File: config.mk
export PLATFORM = sky130hd
export DESIGN_NAME = sdr_burst_ctl
export DESIGN_NICKNAME = d
export VERILOG_FILES = /design/src/rtl/sdr_burst_pkg.sv /design/src/rtl/sdr_mode_reg.sv /design/src/rtl/sdr_burst_seq.sv /design/src/rtl/sdr_rd_window.sv /design/src/rtl/sdr_burst_ctl.sv
export SDC_FILE = /design/constraint.sdc
export NUM_CORES = 1
export LEC_CHECK = 0
export BUFFER_PORTS_ARGS = -buffer_cell sky130_fd_sc_hd__buf_4
export CORE_MARGIN = 3
export CORE_UTILIZATION = 42
export CTS_BUF_LIST = sky130_fd_sc_hd__clkbuf_2 sky130_fd_sc_hd__clkbuf_4 sky130_fd_sc_hd__clkbuf_8
export CTS_CLUSTER_DIAMETER = 80
export DETAILED_ROUTE_END_ITERATION = 10
export GPL_TIMING_DRIVEN = 0
export PLACE_DENSITY_LB_ADDON = 0.2
export SYNTH_ARGS = -nofsm -noshare
export SYNTH_HDL_FRONTEND = slang
export SYNTH_SLANG_ARGS = --single-unit
File: constraint.sdc
create_clock -name clk_i -period 3.4 [get_ports clk_i]
set_input_delay 0.51 -clock clk_i [delete_from_list [all_inputs] [get_ports clk_i]]
set_output_delay 0.51 -clock clk_i [all_outputs]
set_load 0.01 [all_outputs]
File: src/rtl/sdr_burst_pkg.sv
package sdr_burst_pkg;
  localparam logic [2:0] CMD_NOP  = 3'd0;
  localparam logic [2:0] CMD_MRS  = 3'd1;
  localparam logic [2:0] CMD_RD   = 3'd2;
  localparam logic [2:0] CMD_WR   = 3'd3;
  localparam logic [2:0] CMD_TERM = 3'd4;

  localparam int unsigned MAX_CL = 3;

  typedef struct packed {
    logic       wr_single;
    logic [1:0] cas_lat;
    logic       ilv;
    logic [2:0] bl_code;
  } mode_t;

  localparam mode_t MODE_RST = '{wr_single: 1'b0, cas_lat: 2'd2, ilv: 1'b0, bl_code: 3'd0};
endpackage

File: src/rtl/sdr_mode_reg.sv
module sdr_mode_reg
  import sdr_burst_pkg::*;
#(
  parameter int unsigned ADDR_W = 12
) (
  input  logic              clk_i,
  input  logic              rst_ni,
  input  logic              load_i,
  input  logic [ADDR_W-1:0] addr_i,
  output mode_t             mode_o,
  output logic              err_o
);
  logic  bl_ok, cl_ok, pad_ok, all_ok;
  mode_t nxt;

  always_comb begin
    nxt.bl_code   = addr_i[2:0];
    nxt.ilv       = addr_i[3];
    nxt.cas_lat   = addr_i[5:4];
    nxt.wr_single = addr_i[9];
    bl_ok  = (addr_i[2:0] <= 3'd3) || (addr_i[2:0] == 3'd7 && !addr_i[3]);
    cl_ok  = (addr_i[6:4] == 3'b010) || (addr_i[6:4] == 3'b011);
    pad_ok = (addr_i[8:7] == 2'b00);
    all_ok = bl_ok && cl_ok && pad_ok;
  end

  always_ff @(posedge clk_i or negedge rst_ni) begin
    if (!rst_ni) begin
      mode_o <= MODE_RST;
      err_o  <= 1'b0;
    end else if (load_i) begin
      if (all_ok) mode_o <= nxt;
      err_o <= !all_ok;
    end
  end
endmodule

File: src/rtl/sdr_burst_seq.sv
module sdr_burst_seq #(
  parameter int unsigned COL_W = 9
) (
  input  logic             clk_i,
  input  logic             rst_ni,
  input  logic             start_i,
  input  logic             is_wr_i,
  input  logic             term_i,
  input  logic [COL_W-1:0] col_i,
  input  logic [2:0]       bl_code_i,
  input  logic             ilv_i,
  input  logic             wr_single_i,
  output logic [COL_W-1:0] col_o,
  output logic             act_o,
  output logic             wr_o
);
  logic [COL_W-1:0] start_q, cnt_q, mask_q, mask_d, ofs;
  logic             ilv_q, full_q;
  logic             single_d;

  always_comb begin
    single_d = is_wr_i && wr_single_i;
    unique case (bl_code_i)
      3'd0:    mask_d = '0;
      3'd1:    mask_d = COL_W'(1);
      3'd2:    mask_d = COL_W'(3);
      3'd3:    mask_d = COL_W'(7);
      default: mask_d = '1;
    endcase
    if (single_d) mask_d = '0;
  end

  always_ff @(posedge clk_i or negedge rst_ni) begin
    if (!rst_ni) begin
      act_o   <= 1'b0;
      wr_o    <= 1'b0;
      start_q <= '0;
      cnt_q   <= '0;
      mask_q  <= '0;
      ilv_q   <= 1'b0;
      full_q  <= 1'b0;
    end else if (start_i) begin
      act_o   <= 1'b1;
      wr_o    <= is_wr_i;
      start_q <= col_i;
      cnt_q   <= '0;
      mask_q  <= mask_d;
      ilv_q   <= ilv_i;
      full_q  <= (bl_code_i == 3'd7) && !single_d;
    end else if (act_o) begin
      if (term_i || (!full_q && cnt_q == mask_q)) act_o <= 1'b0;
      else cnt_q <= cnt_q + 1'b1;
    end
  end

  assign ofs   = ilv_q ? (start_q ^ cnt_q) : (start_q + cnt_q);
  assign col_o = (start_q & ~mask_q) | (ofs & mask_q);
endmodule

File: src/rtl/sdr_rd_window.sv
module sdr_rd_window #(
  parameter int unsigned MAX_CL = 3
) (
  input  logic       clk_i,
  input  logic       rst_ni,
  input  logic       beat_i,
  input  logic       dqm_i,
  input  logic [1:0] cas_lat_i,
  output logic       valid_o
);
  localparam int unsigned DEPTH = MAX_CL - 1;
  localparam int unsigned IW    = (DEPTH > 1) ? $clog2(DEPTH) : 1;

  logic [DEPTH-1:0] pipe_q;
  logic [1:0]       dqm_q;
  logic [IW-1:0]    sel;

  always_ff @(posedge clk_i or negedge rst_ni) begin
    if (!rst_ni) pipe_q[0] <= 1'b0;
    else         pipe_q[0] <= beat_i;
  end

  for (genvar i = 1; i < DEPTH; i++) begin : g_stage
    always_ff @(posedge clk_i or negedge rst_ni) begin
      if (!rst_ni) pipe_q[i] <= 1'b0;
      else         pipe_q[i] <= pipe_q[i-1];
    end
  end

  always_ff @(posedge clk_i or negedge rst_ni) begin
    if (!rst_ni) dqm_q <= '0;
    else         dqm_q <= {dqm_q[0], dqm_i};
  end

  assign sel     = IW'(cas_lat_i - 2'd2);
  assign valid_o = pipe_q[sel] && !dqm_q[1];
endmodule

File: src/rtl/sdr_burst_ctl.sv
module sdr_burst_ctl
  import sdr_burst_pkg::*;
#(
  parameter int unsigned COL_W  = 9,
  parameter int unsigned ADDR_W = 12
) (
  input  logic              clk_i,
  input  logic              rst_ni,
  input  logic [2:0]        cmd_i,
  input  logic [ADDR_W-1:0] addr_i,
  input  logic              dqm_i,
  output logic [COL_W-1:0]  col_o,
  output logic              burst_o,
  output logic              wr_en_o,
  output logic              rd_valid_o,
  output logic              mode_err_o
);
  mode_t mode;
  logic  is_rd, is_wr, wr_act;

  assign is_rd = (cmd_i == CMD_RD);
  assign is_wr = (cmd_i == CMD_WR);

  sdr_mode_reg #(.ADDR_W(ADDR_W)) u_mode (
    .clk_i  (clk_i),
    .rst_ni (rst_ni),
    .load_i (cmd_i == CMD_MRS && !burst_o),
    .addr_i (addr_i),
    .mode_o (mode),
    .err_o  (mode_err_o)
  );

  sdr_burst_seq #(.COL_W(COL_W)) u_seq (
    .clk_i       (clk_i),
    .rst_ni      (rst_ni),
    .start_i     (is_rd || is_wr),
    .is_wr_i     (is_wr),
    .term_i      (cmd_i == CMD_TERM),
    .col_i       (addr_i[COL_W-1:0]),
    .bl_code_i   (mode.bl_code),
    .ilv_i       (mode.ilv),
    .wr_single_i (mode.wr_single),
    .col_o       (col_o),
    .act_o       (burst_o),
    .wr_o        (wr_act)
  );

  sdr_rd_window #(.MAX_CL(MAX_CL)) u_rdw (
    .clk_i     (clk_i),
    .rst_ni    (rst_ni),
    .beat_i    (burst_o && !wr_act),
    .dqm_i     (dqm_i),
    .cas_lat_i (mode.cas_lat),
    .valid_o   (rd_valid_o)
  );

  assign wr_en_o = burst_o && wr_act && !dqm_i;
endmodule

==> flow_summary_export.csv, run 1 <==
group,metric,value,unit
worst_setup_path,r2r-end,"u_seq.cnt_q[7]",
timing,rsz0062_at_grt,"no",
global_routing,grt_pass1_vias,1740,
worst_setup_path,timing.rr.start,"u_seq.cnt_q[3]",
outcome,status,"completed",
global_routing,overflow,0,
floorplan,die_width,77.7,µm
timing,fin_setup_tns,0,ns
floorplan,ios,31,
worst_setup_path,slowest_delay,0.46,ns
clock_network,cts-root-buf,"clkbuf_8",
drt,wl_per_cell,14.4,µm
power_and_ir_drop,p_leak,1.17,nW
global_routing,grt_pass1_wl,8460,µm
timing,max_freq,303,MHz
finish,final_nets,305,
worst_setup_path,critical_path_arrival,2.79,ns
floorplan,rows,25,
drt,drt-total-wl,4970,µm
yosys,synth_seq_cells,37,
floorplan,fp.dieH,77.7,µm
placed_design,gp_congestion,0.861,
power_and_ir_drop,max-vdd-ir-drop,0.000267,V
yosys,async_flop_share,100,%
finish,finish.utilization,52.5,%
floorplan,core,0.00485,mm²
finish,finalInstanceArea,0.00254,mm²
placed_design,dpl.cell_count,337,
finish,layout_common_cells,"nand2_1, dfrtp_1, buf_4",
worst_setup_path,endpoint_kind,"output port",
worst_setup_path,required,2.89,ns
timing,fin_crit,3.30,ns
finish,layout_commonest_cell,"nand2_1",
timing,worstMarginPinSlew,0.524,ns
worst_setup_path,reg2regPathDepth,6,
worst_setup_path,worst_path_max_delay_cell,"dfrtp_1",
timing,setup_violations,0,
placed_design,dp_slack,0.506,ns
worst_setup_path,critical_path_peak_fanout,6,
global_routing,antenna_found_initial,0,
clock_network,clk_pin_slew_worst_paths,0.08,ns
placed_design,placed_area,0.00245,mm²
power_and_ir_drop,total_power,1.27,mW
global_routing,grtUsageTotal,17.8,%
placed_design,dp_hpwl,3700,µm
yosys,avgSynthCellArea,8.92,µm²
drt,via_per_inst,5.33,
yosys,synth_nets,270,
timing,hold_slack,0.169,ns
worst_hold_path,hp-class,"in2async",
yosys,synth-edff-count,0,
clock_network,cts_setup_buffers,0,
finish,area_delta_synth_final,17.8,%
timing,hold_violations,0,
drt,detail_route.iter0.violations,142,
clock_network,cts_resized,0,
yosys,ys.flop_type,"dfrtp_1",
clock_network,cts_buffers,5,
global_routing,grt_max_degree,38,
clock_network,cts_tree,"yes",
clock_network,cts_htree_levels,2,
timing,fin_crit_sh,97.0,%
worst_setup_path,worstSetupPathType,"reg2out",
flow_run,cap_violations,0,
drt,drt.antenna.violating_nets,0,
yosys,seq_area_frac_synth,42.9,%
finish,antenna_cells,0,
worst_setup_path,crit_chain,"ha_1 -> inv_1 -> fa_1 -> nand2b_1 -> a21boi_0 -> o21ai_1 -> a2111o_1 -> o221ai_1 -> buf_4",
worst_setup_path,cp-start-kind,"flop",
drt,dr.pass1.iters,4,
timing,max-slew-margin-rel,65.1,%
yosys,netlist_instances,242,
floorplan,dieArea,0.00604,mm²
finish,finalNonFillerCells,345,
timing,finClkSkew,0.0111,ns
yosys,synth_cell_types,42,
floorplan,initial_core_util,44.5,%
finish,drive_gt1_share,17.3,%
worst_setup_path,r2r_slack,1.55,ns
clock_network,cts_hold_buf,0,
yosys,syn_area,0.00216,mm²
yosys,synth_warnings,0,
timing,fin_ws,0.102,ns
drt,drc,0,
timing,maxSlewViolCount,0,
placed_design,place.port_buffers,28,
drt,routed-via-count,1839,
clock_network,cts_sinks,37,
clock_network,cts.path.max_buffers,2,
clock_network,insertion_delay,0.30,ns
power_and_ir_drop,power_density,499,mW/mm²
==> critical path: cells and delay by family (launching register included) <==
family | cells | cell delay [ns]
AO/OA/AOI/OAI | 4 | 1.01
AND/OR/NAND/NOR | 1 | 0.19
adder cells (fa/ha/maj) | 2 | 0.63
buffers and inverters | 2 | 0.21
flip-flops | 1 | 0.46
==> cell families after synthesis <==
group	share of synthesized area, %
multiplexers	5.97
adder cells (fa/ha/maj)	6.14
AND/OR/NAND/NOR	24.2
XOR/XNOR	2.84
AO/OA/AOI/OAI	13.8
buffers and inverters	4.11
flip-flops	42.9
==> routing by layer <==
metal / GRT usage [%] / share of wire [%] / up-vias
li1: - / - / 925
met1: 25.8 / 49 / 878
met2: 26.5 / 46 / 30
met3: 3.60 / 3.6 / 6
met4: 5.87 / 1.1 / 0
met5: 0 / 0 / -
==> report_power, final <==
group	leakage [nW]	total, mW	internal [mW]	switching (mW)
registers	0.476	0.561	0.498	0.0626
logic	0.652	0.391	0.182	0.209
clock network	0.0445	0.318	0.145	0.172
total	1.17	1.27	0.825	0.444
==> synth_stat cells, types with 2 or more instances <==
library cell  number  area [µm²]
nor2b_1            2        12.5
nand2b_1           6        37.5
ha_1               9         113
xnor2_1            2        17.5
nand3_1            6        30.0
o31ai_1            3        22.5
and3_1             2        12.5
nand2_1           46         173
xor2_1             5        43.8
clkbuf_1           9        33.8
nor4b_1            6        52.6
mux2_2             7        78.8
o211ai_1           2        15.0
nor4_1             4        25.0
a21oi_1           11        55.1
a21boi_0           2        15.0
dfrtp_1           37         926
inv_1              9        33.8
o21a_1             4        30.0
mux2i_1            5        50.1
nor2_1            18        67.6
o21ai_0           15        75.1
a31oi_1            3        18.8
nor3_1             6        30.0
or4_1              4        30.0
or3_1              3        18.8
==> worst max-delay path by stage <==
| stage | startpoint | endpoint | slack, ns | cells after the start |
|---|---|---|---|---|
| final | u_seq.cnt_q[0] | col_o[6] | 0.10 | 9 |
| after global placement | u_seq.cnt_q[0] | col_o[6] | 0.51 | 9 |
| after detailed placement | u_seq.cnt_q[0] | col_o[6] | 0.51 | 9 |
| after floorplan | u_seq.cnt_q[0] | col_o[6] | 0.87 | 8 |
| after CTS | u_seq.cnt_q[0] | col_o[6] | 0.14 | 9 |
| after global routing | u_seq.cnt_q[0] | col_o[6] | 0.001 | 9 |
==> registers in the layout, indices dropped and copies added (netlist names), 2 cells and up <==
register,cells
u_rdw.pipe_q,2
u_rdw.dqm_q,2
u_seq.mask_q,4
u_seq.cnt_q,9
u_seq.start_q,9
u_mode.mode_o,6
==> area by class of cell <==
class | instances | area (µm²)
clock buffers | 5 | 68.8
multi-input cells | 184 | 1140
inverters | 9 | 33.8
well taps | 67 | 83.8
fillers | 468 | 2300
plain buffers | 12 | 55.1
flip-flops and latches | 37 | 926
repair buffers | 28 | 210
clock inverters | 3 | 21.3
Note: power is estimated with default switching activity, not from simulation.
==> run 2, diff against run 1 <==
Settings changed: CORE_UTILIZATION 42 to 45, SKIP_LAST_GASP set to 1.
==> run 2 against run 1 <==
Net effect:
- via count did not move
- sequential share of layout area rose by 0.33 points
- routed wire length fell by 0.42%
- hold slack got worse by 0.0096 ns
- first-iteration DRC count fell by 27%
- clock skew fell by 0.0056 ns
- maximum frequency rose by 4.9%
- largest cell class unchanged
- cell count fell by 4.3%
- critical path type unchanged
- cell area fell by 0.89%
==> flow_summary_export.csv, run 2 (same netlist as run 1, synthesis figures left out) <==
group,metric,value,unit
power_and_ir_drop,p_int,821,µW
worst_setup_path,cp-start-kind,"flop",
timing,max-slew-margin-rel,61.3,%
clock_network,clk_pin_slew_worst_paths,0.08,ns
placed_design,place.port_buffers,28,
outcome,status,"completed",
drt,routed-via-count,1839,
power_and_ir_drop,swShare,34.9,%
power_and_ir_drop,p_sw,441,µW
global_routing,antenna_found_initial,0,
clock_network,cts-root-buf,"clkbuf_8",
drt,detail_route.iter0.violations,104,
finish,area_delta_synth_final,16.7,%
global_routing,overflow,0,
worst_setup_path,reg2regPathDepth,4,
clock_network,cts_buffers,5,
drt,drt-total-wl,4950,µm
worst_setup_path,endpoint_kind,"output port",
clock_network,insertion_delay,0.29,ns
floorplan,ios,31,
timing,fin_crit_sh,92.5,%
floorplan,fp.dieH,75.3,µm
clock_network,cts_htree_levels,2,
clock_network,cts_tree,"yes",
power_and_ir_drop,power_density,501,mW/mm²
drt,drt.antenna.violating_nets,0,
clock_network,cts_hold_buf,0,
global_routing,grt_max_degree,38,
finish,drive_gt1_share,17.3,%
power_and_ir_drop,p_seq_share,44.5,%
finish,layout_commonest_cell,"nand2_1",
finish,final_nets,305,
worst_setup_path,required,2.89,ns
power_and_ir_drop,max-vdd-ir-drop,0.000243,V
timing,fin_crit,3.14,ns
clock_network,cts.path.max_buffers,2,
floorplan,core,0.00450,mm²
timing,fin_setup_tns,0,ns
floorplan,dieArea,0.00567,mm²
worst_setup_path,r2r-end,"u_mode.mode_o[0]",
global_routing,grt_pass1_wl,8360,µm
timing,finClkSkew,0.00547,ns
clock_network,cts_resized,0,
worst_hold_path,hp-class,"in2async",
placed_design,dp_hpwl,3680,µm
placed_design,gp_congestion,0.875,
power_and_ir_drop,p_clk_share,24.4,%
worst_setup_path,worstSetupPathType,"reg2out",
power_and_ir_drop,combPwrFrac,31.1,%
clock_network,cts_sinks,37,
flow_run,cap_violations,0,
finish,finish.utilization,56.0,%
timing,rsz0062_at_grt,"no",
worst_setup_path,critical_path_arrival,2.63,ns
drt,dr.pass1.iters,4,
power_and_ir_drop,p_leak,1.17,nW
finish,layout_common_cells,"nand2_1, dfrtp_1, buf_4",
finish,antenna_cells,0,
timing,max_freq,318,MHz
worst_setup_path,timing.rr.start,"u_seq.act_o",
floorplan,rows,24,
drt,drc,0,
timing,maxSlewViolCount,0,
timing,setup_violations,0,
worst_setup_path,critical_path_peak_fanout,6,
timing,worstMarginPinSlew,0.581,ns
worst_setup_path,r2r_slack,1.47,ns
floorplan,die_width,75.3,µm
global_routing,grt_pass1_vias,1730,
timing,hold_violations,0,
drt,via_per_inst,5.57,
drt,wl_per_cell,15.0,µm
global_routing,grtUsageTotal,19.6,%
finish,reg_top3,"u_seq.cnt_q x9, u_seq.start_q x9, u_mode.mode_o x6",
clock_network,cts_setup_buffers,0,
finish,fillers,435,
floorplan,initial_core_util,47.9,%
## run 2: worst max-delay path: stages (launching register included)
cell,delay (ns)
dfrtp_1,0.45
ha_1,0.23
inv_1,0.06
fa_1,0.38
nand2b_1,0.18
a21boi_1,0.26
o21ai_1,0.12
a2111o_1,0.41
o221ai_1,0.08
buf_4,0.16
## run 2: routing by layer
metal | routed length, µm | vias up | global-route usage, %
li1 | - | 923 | -
met1 | 2340 | 859 | 28.2
met2 | 2270 | 47 | 29.7
met3 | 252 | 10 | 4.01
met4 | 79 | 0 | 6.41
met5 | 0 | - | 0
## run 2: per-stage QoR
step           area (µm²)  hold WS [ns]  cells  setup slack [ns]  total power [mW]
2_1_floorplan        2160         0.214    242             0.874             0.815
3_3_place_gp         2430         0.332    322             0.465             0.954
3_5_place_dp         2430         0.337    322             0.486             0.962
4_1_cts              2520         0.184    330             0.144              1.27
5_1_grt              2520         0.193    330            0.0323              1.35
6_report             2520         0.160    330             0.256              1.26
## run 2: how the worst max path moves through the flow
| stage | cells past startpoint | endpoint | slack (ns) | from |
|---|---|---|---|---|
| 2_1_floorplan | 8 | col_o[6] | 0.87 | u_seq.cnt_q[0] |
| 3_3_place_gp | 9 | col_o[6] | 0.47 | u_seq.cnt_q[0] |
| 3_5_place_dp | 9 | col_o[6] | 0.49 | u_seq.cnt_q[0] |
| 4_1_cts | 9 | col_o[6] | 0.14 | u_seq.cnt_q[0] |
| 5_1_grt | 9 | col_o[6] | 0.03 | u_seq.cnt_q[0] |
| 6_report | 9 | col_o[6] | 0.26 | u_seq.cnt_q[0] |
## run 2: cell type report
type                            instances  area [µm²]  area share [%]
Clock inverter                          3        17.5           0.695
Tap cell                               52        65.1            2.58
Multi-Input combinational cell        184        1140            45.4
Buffer                                 12        55.1            2.18
Timing Repair Buffer                   28         210            8.34
Sequential cell                        37         926            36.7
Inverter                                9        33.8            1.34
Clock buffer                            5        68.8            2.73
## run 2: power groups by stage
| stage | combinational (mW) | clock (mW) | sequential, mW |
|---|---|---|---|
| after floorplan | 0.260 | 0 | 0.555 |
| after global placement | 0.385 | 0 | 0.569 |
| after detailed placement | 0.390 | 0 | 0.571 |
| after CTS | 0.396 | 0.313 | 0.563 |
| after global routing | 0.448 | 0.331 | 0.574 |
| final | 0.393 | 0.308 | 0.562 |
==> run 3, diff against run 2 <==
Settings changed: CORE_ASPECT_RATIO set to 0.9, CORE_UTILIZATION 45 to 50.
==> run 3 against run 2 <==
Net effect:
- first-iteration DRC count decreased by 2.9%
- clock skew increased by 0.0054 ns
- hold slack improved by 0.0089 ns
- sequential share of layout area decreased by 0.34 points
- combinational power increased by 1%
- setup slack got worse by 0.031 ns
- flip-flop and latch count unchanged
- via count unchanged
- die area decreased by 9.2%
- clock power increased by 26%
- critical path type unchanged
- largest power group unchanged
==> flow_summary_export.csv, run 3 (same netlist as run 1, synthesis figures left out) <==
group,metric,value,unit
outcome,status,"completed",
drt,detail_route.iter0.violations,101,
power_and_ir_drop,p_leak,1.19,nW
floorplan,rows,22,
drt,routed-via-count,1839,
finish,layout_commonest_cell,"nand2_1",
worst_setup_path,endpoint_kind,"output port",
floorplan,ios,31,
timing,fin_setup_tns,0,ns
finish,reg_top3,"u_seq.cnt_q x9, u_seq.start_q x9, u_mode.mode_o x6",
drt,drt-total-wl,4920,µm
power_and_ir_drop,combPwrFrac,29.5,%
power_and_ir_drop,p_seq_share,41.7,%
worst_setup_path,worstSetupPathType,"reg2out",
clock_network,cts.path.max_buffers,2,
global_routing,overflow,0,
floorplan,dieArea,0.00515,mm²
power_and_ir_drop,p_clk_share,28.9,%
floorplan,core,0.00413,mm²
worst_setup_path,required,2.89,ns
drt,drc,0,
global_routing,grtUsageTotal,20.5,%
clock_network,cts_setup_buffers,0,
global_routing,antenna_found_initial,0,
drt,via_per_inst,5.64,
clock_network,insertion_delay,0.29,ns
worst_setup_path,cp-start-kind,"flop",
finish,fillers,375,
finish,drive_gt1_share,17.3,%
finish,area_delta_synth_final,17.8,%
drt,wl_per_cell,15.1,µm
worst_setup_path,critical_path_arrival,2.67,ns
power_and_ir_drop,p_sw,439,µW
worst_setup_path,critical_path_peak_fanout,6,
global_routing,grt_pass1_vias,1564,
finish,layout_common_cells,"nand2_1, dfrtp_1, buf_4",
finish,finalNonFillerCells,326,
global_routing,grt_max_degree,38,
floorplan,initial_core_util,52.3,%
placed_design,gp_congestion,0.850,
floorplan,die_width,75.3,µm
timing,finClkSkew,0.0109,ns
timing,rsz0062_at_grt,"no",
power_and_ir_drop,max-vdd-ir-drop,0.000305,V
clock_network,cts_tree,"yes",
timing,hold_violations,0,
clock_network,cts_sinks,37,
placed_design,place.port_buffers,28,
floorplan,fp.dieH,68.4,µm
drt,drt.antenna.violating_nets,0,
timing,fin_crit_sh,93.4,%
finish,antenna_cells,0,
clock_network,cts_htree_levels,2,
clock_network,cts_hold_buf,0,
timing,max_freq,315,MHz
clock_network,cts-root-buf,"clkbuf_8",
timing,fin_crit,3.18,ns
finish,finish.utilization,61.6,%
timing,worstMarginPinSlew,0.566,ns
placed_design,dp_hpwl,3680,µm
power_and_ir_drop,swShare,32.6,%
timing,max-slew-margin-rel,62.2,%
finish,final_nets,305,
flow_run,cap_violations,0,
power_and_ir_drop,p_int,908,µW
timing,setup_violations,0,
worst_hold_path,hp-class,"in2async",
timing,maxSlewViolCount,0,
placed_design,dpl.cell_count,318,
drt,dr.pass1.iters,4,
clock_network,clk_pin_slew_worst_paths,0.08,ns
clock_network,cts_buffers,5,
power_and_ir_drop,power_density,529,mW/mm²
global_routing,grt_pass1_wl,7760,µm
==> run 3: cell count changes in the layout (fill, tap and decap cells not counted) <==
cell,change
clkbuf_4,+1
bufinv_16,+1
clkinv_2,-2
clkinvlp_4,-1
clkinv_4,+1
==> run 3: final cells by class <==
class | instances | area, µm² | area share, %
Sequential cell | 37 | 926 | 36.4
Clock buffer | 6 | 76.3 | 3.00
Timing Repair Buffer | 28 | 210 | 8.26
Buffer | 12 | 55.1 | 2.16
Inverter | 9 | 33.8 | 1.33
Clock inverter | 2 | 38.8 | 1.52
Multi-Input combinational cell | 184 | 1140 | 45.0
Tap cell | 48 | 60.1 | 2.36
==> run 3: timing repair <==
item                       in CTS  in global routing
setup endpoints to repair       0                  1
resized for setup               0                  1
hold endpoints to repair        0                  0
==> run 3: metrics by stage <==
| step | instance area [µm²] | power [mW] | hold WS (ns) | worst slack, ns |
|---|---|---|---|---|
| CTS | 2540 | 1.35 | 0.192 | 0.161 |
| floorplan | 2160 | 0.815 | 0.214 | 0.874 |
| detailed placement | 2430 | 0.963 | 0.355 | 0.492 |
| global placement | 2430 | 0.954 | 0.335 | 0.490 |
| global route | 2540 | 1.43 | 0.203 | 0.0946 |
| finish | 2540 | 1.35 | 0.169 | 0.225 |
==> run 3: power by group through the flow <==
stage,registers (mW),clock network (mW),logic (mW)
after CTS,0.562,0.391,0.396
after global routing,0.571,0.413,0.445
after floorplan,0.555,0,0.260
after detailed placement,0.571,0,0.392
after global placement,0.569,0,0.385
final,0.561,0.389,0.397
==> run 3: metal layers <==
metal	part of all wire, %	track usage [%]
met1	49	31.1
met2	46	30.4
met3	4.0	4.11
met4	0.81	3.93
met5	0	0
==> run 3: worst max-delay path, cell delays in order (launching register included) <==
cell      delay (ns)
dfrtp_1         0.45
ha_1            0.23
inv_1           0.06
fa_1            0.38
nand2b_1        0.17
a21boi_1        0.29
o21ai_1         0.14
a2111o_1        0.41
o221ai_1        0.08
buf_4           0.16
==> run 3: final timing paths <==
path                                     start          endpoint  slack (ns)  depth (start not counted)
worst min-delay path                    rst_ni  u_seq.start_q[7]        0.17                          1
worst max register to register  u_seq.cnt_q[5]    u_seq.cnt_q[8]        1.50                          5
min in group clk_i                       dqm_i    u_rdw.dqm_q[0]        0.34                          1
max in group asynchronous               rst_ni    u_seq.cnt_q[6]        2.89                          1
worst min register to register  u_rdw.dqm_q[0]    u_rdw.dqm_q[1]        0.37                          0
worst max-delay path            u_seq.cnt_q[0]          col_o[6]        0.22                          9
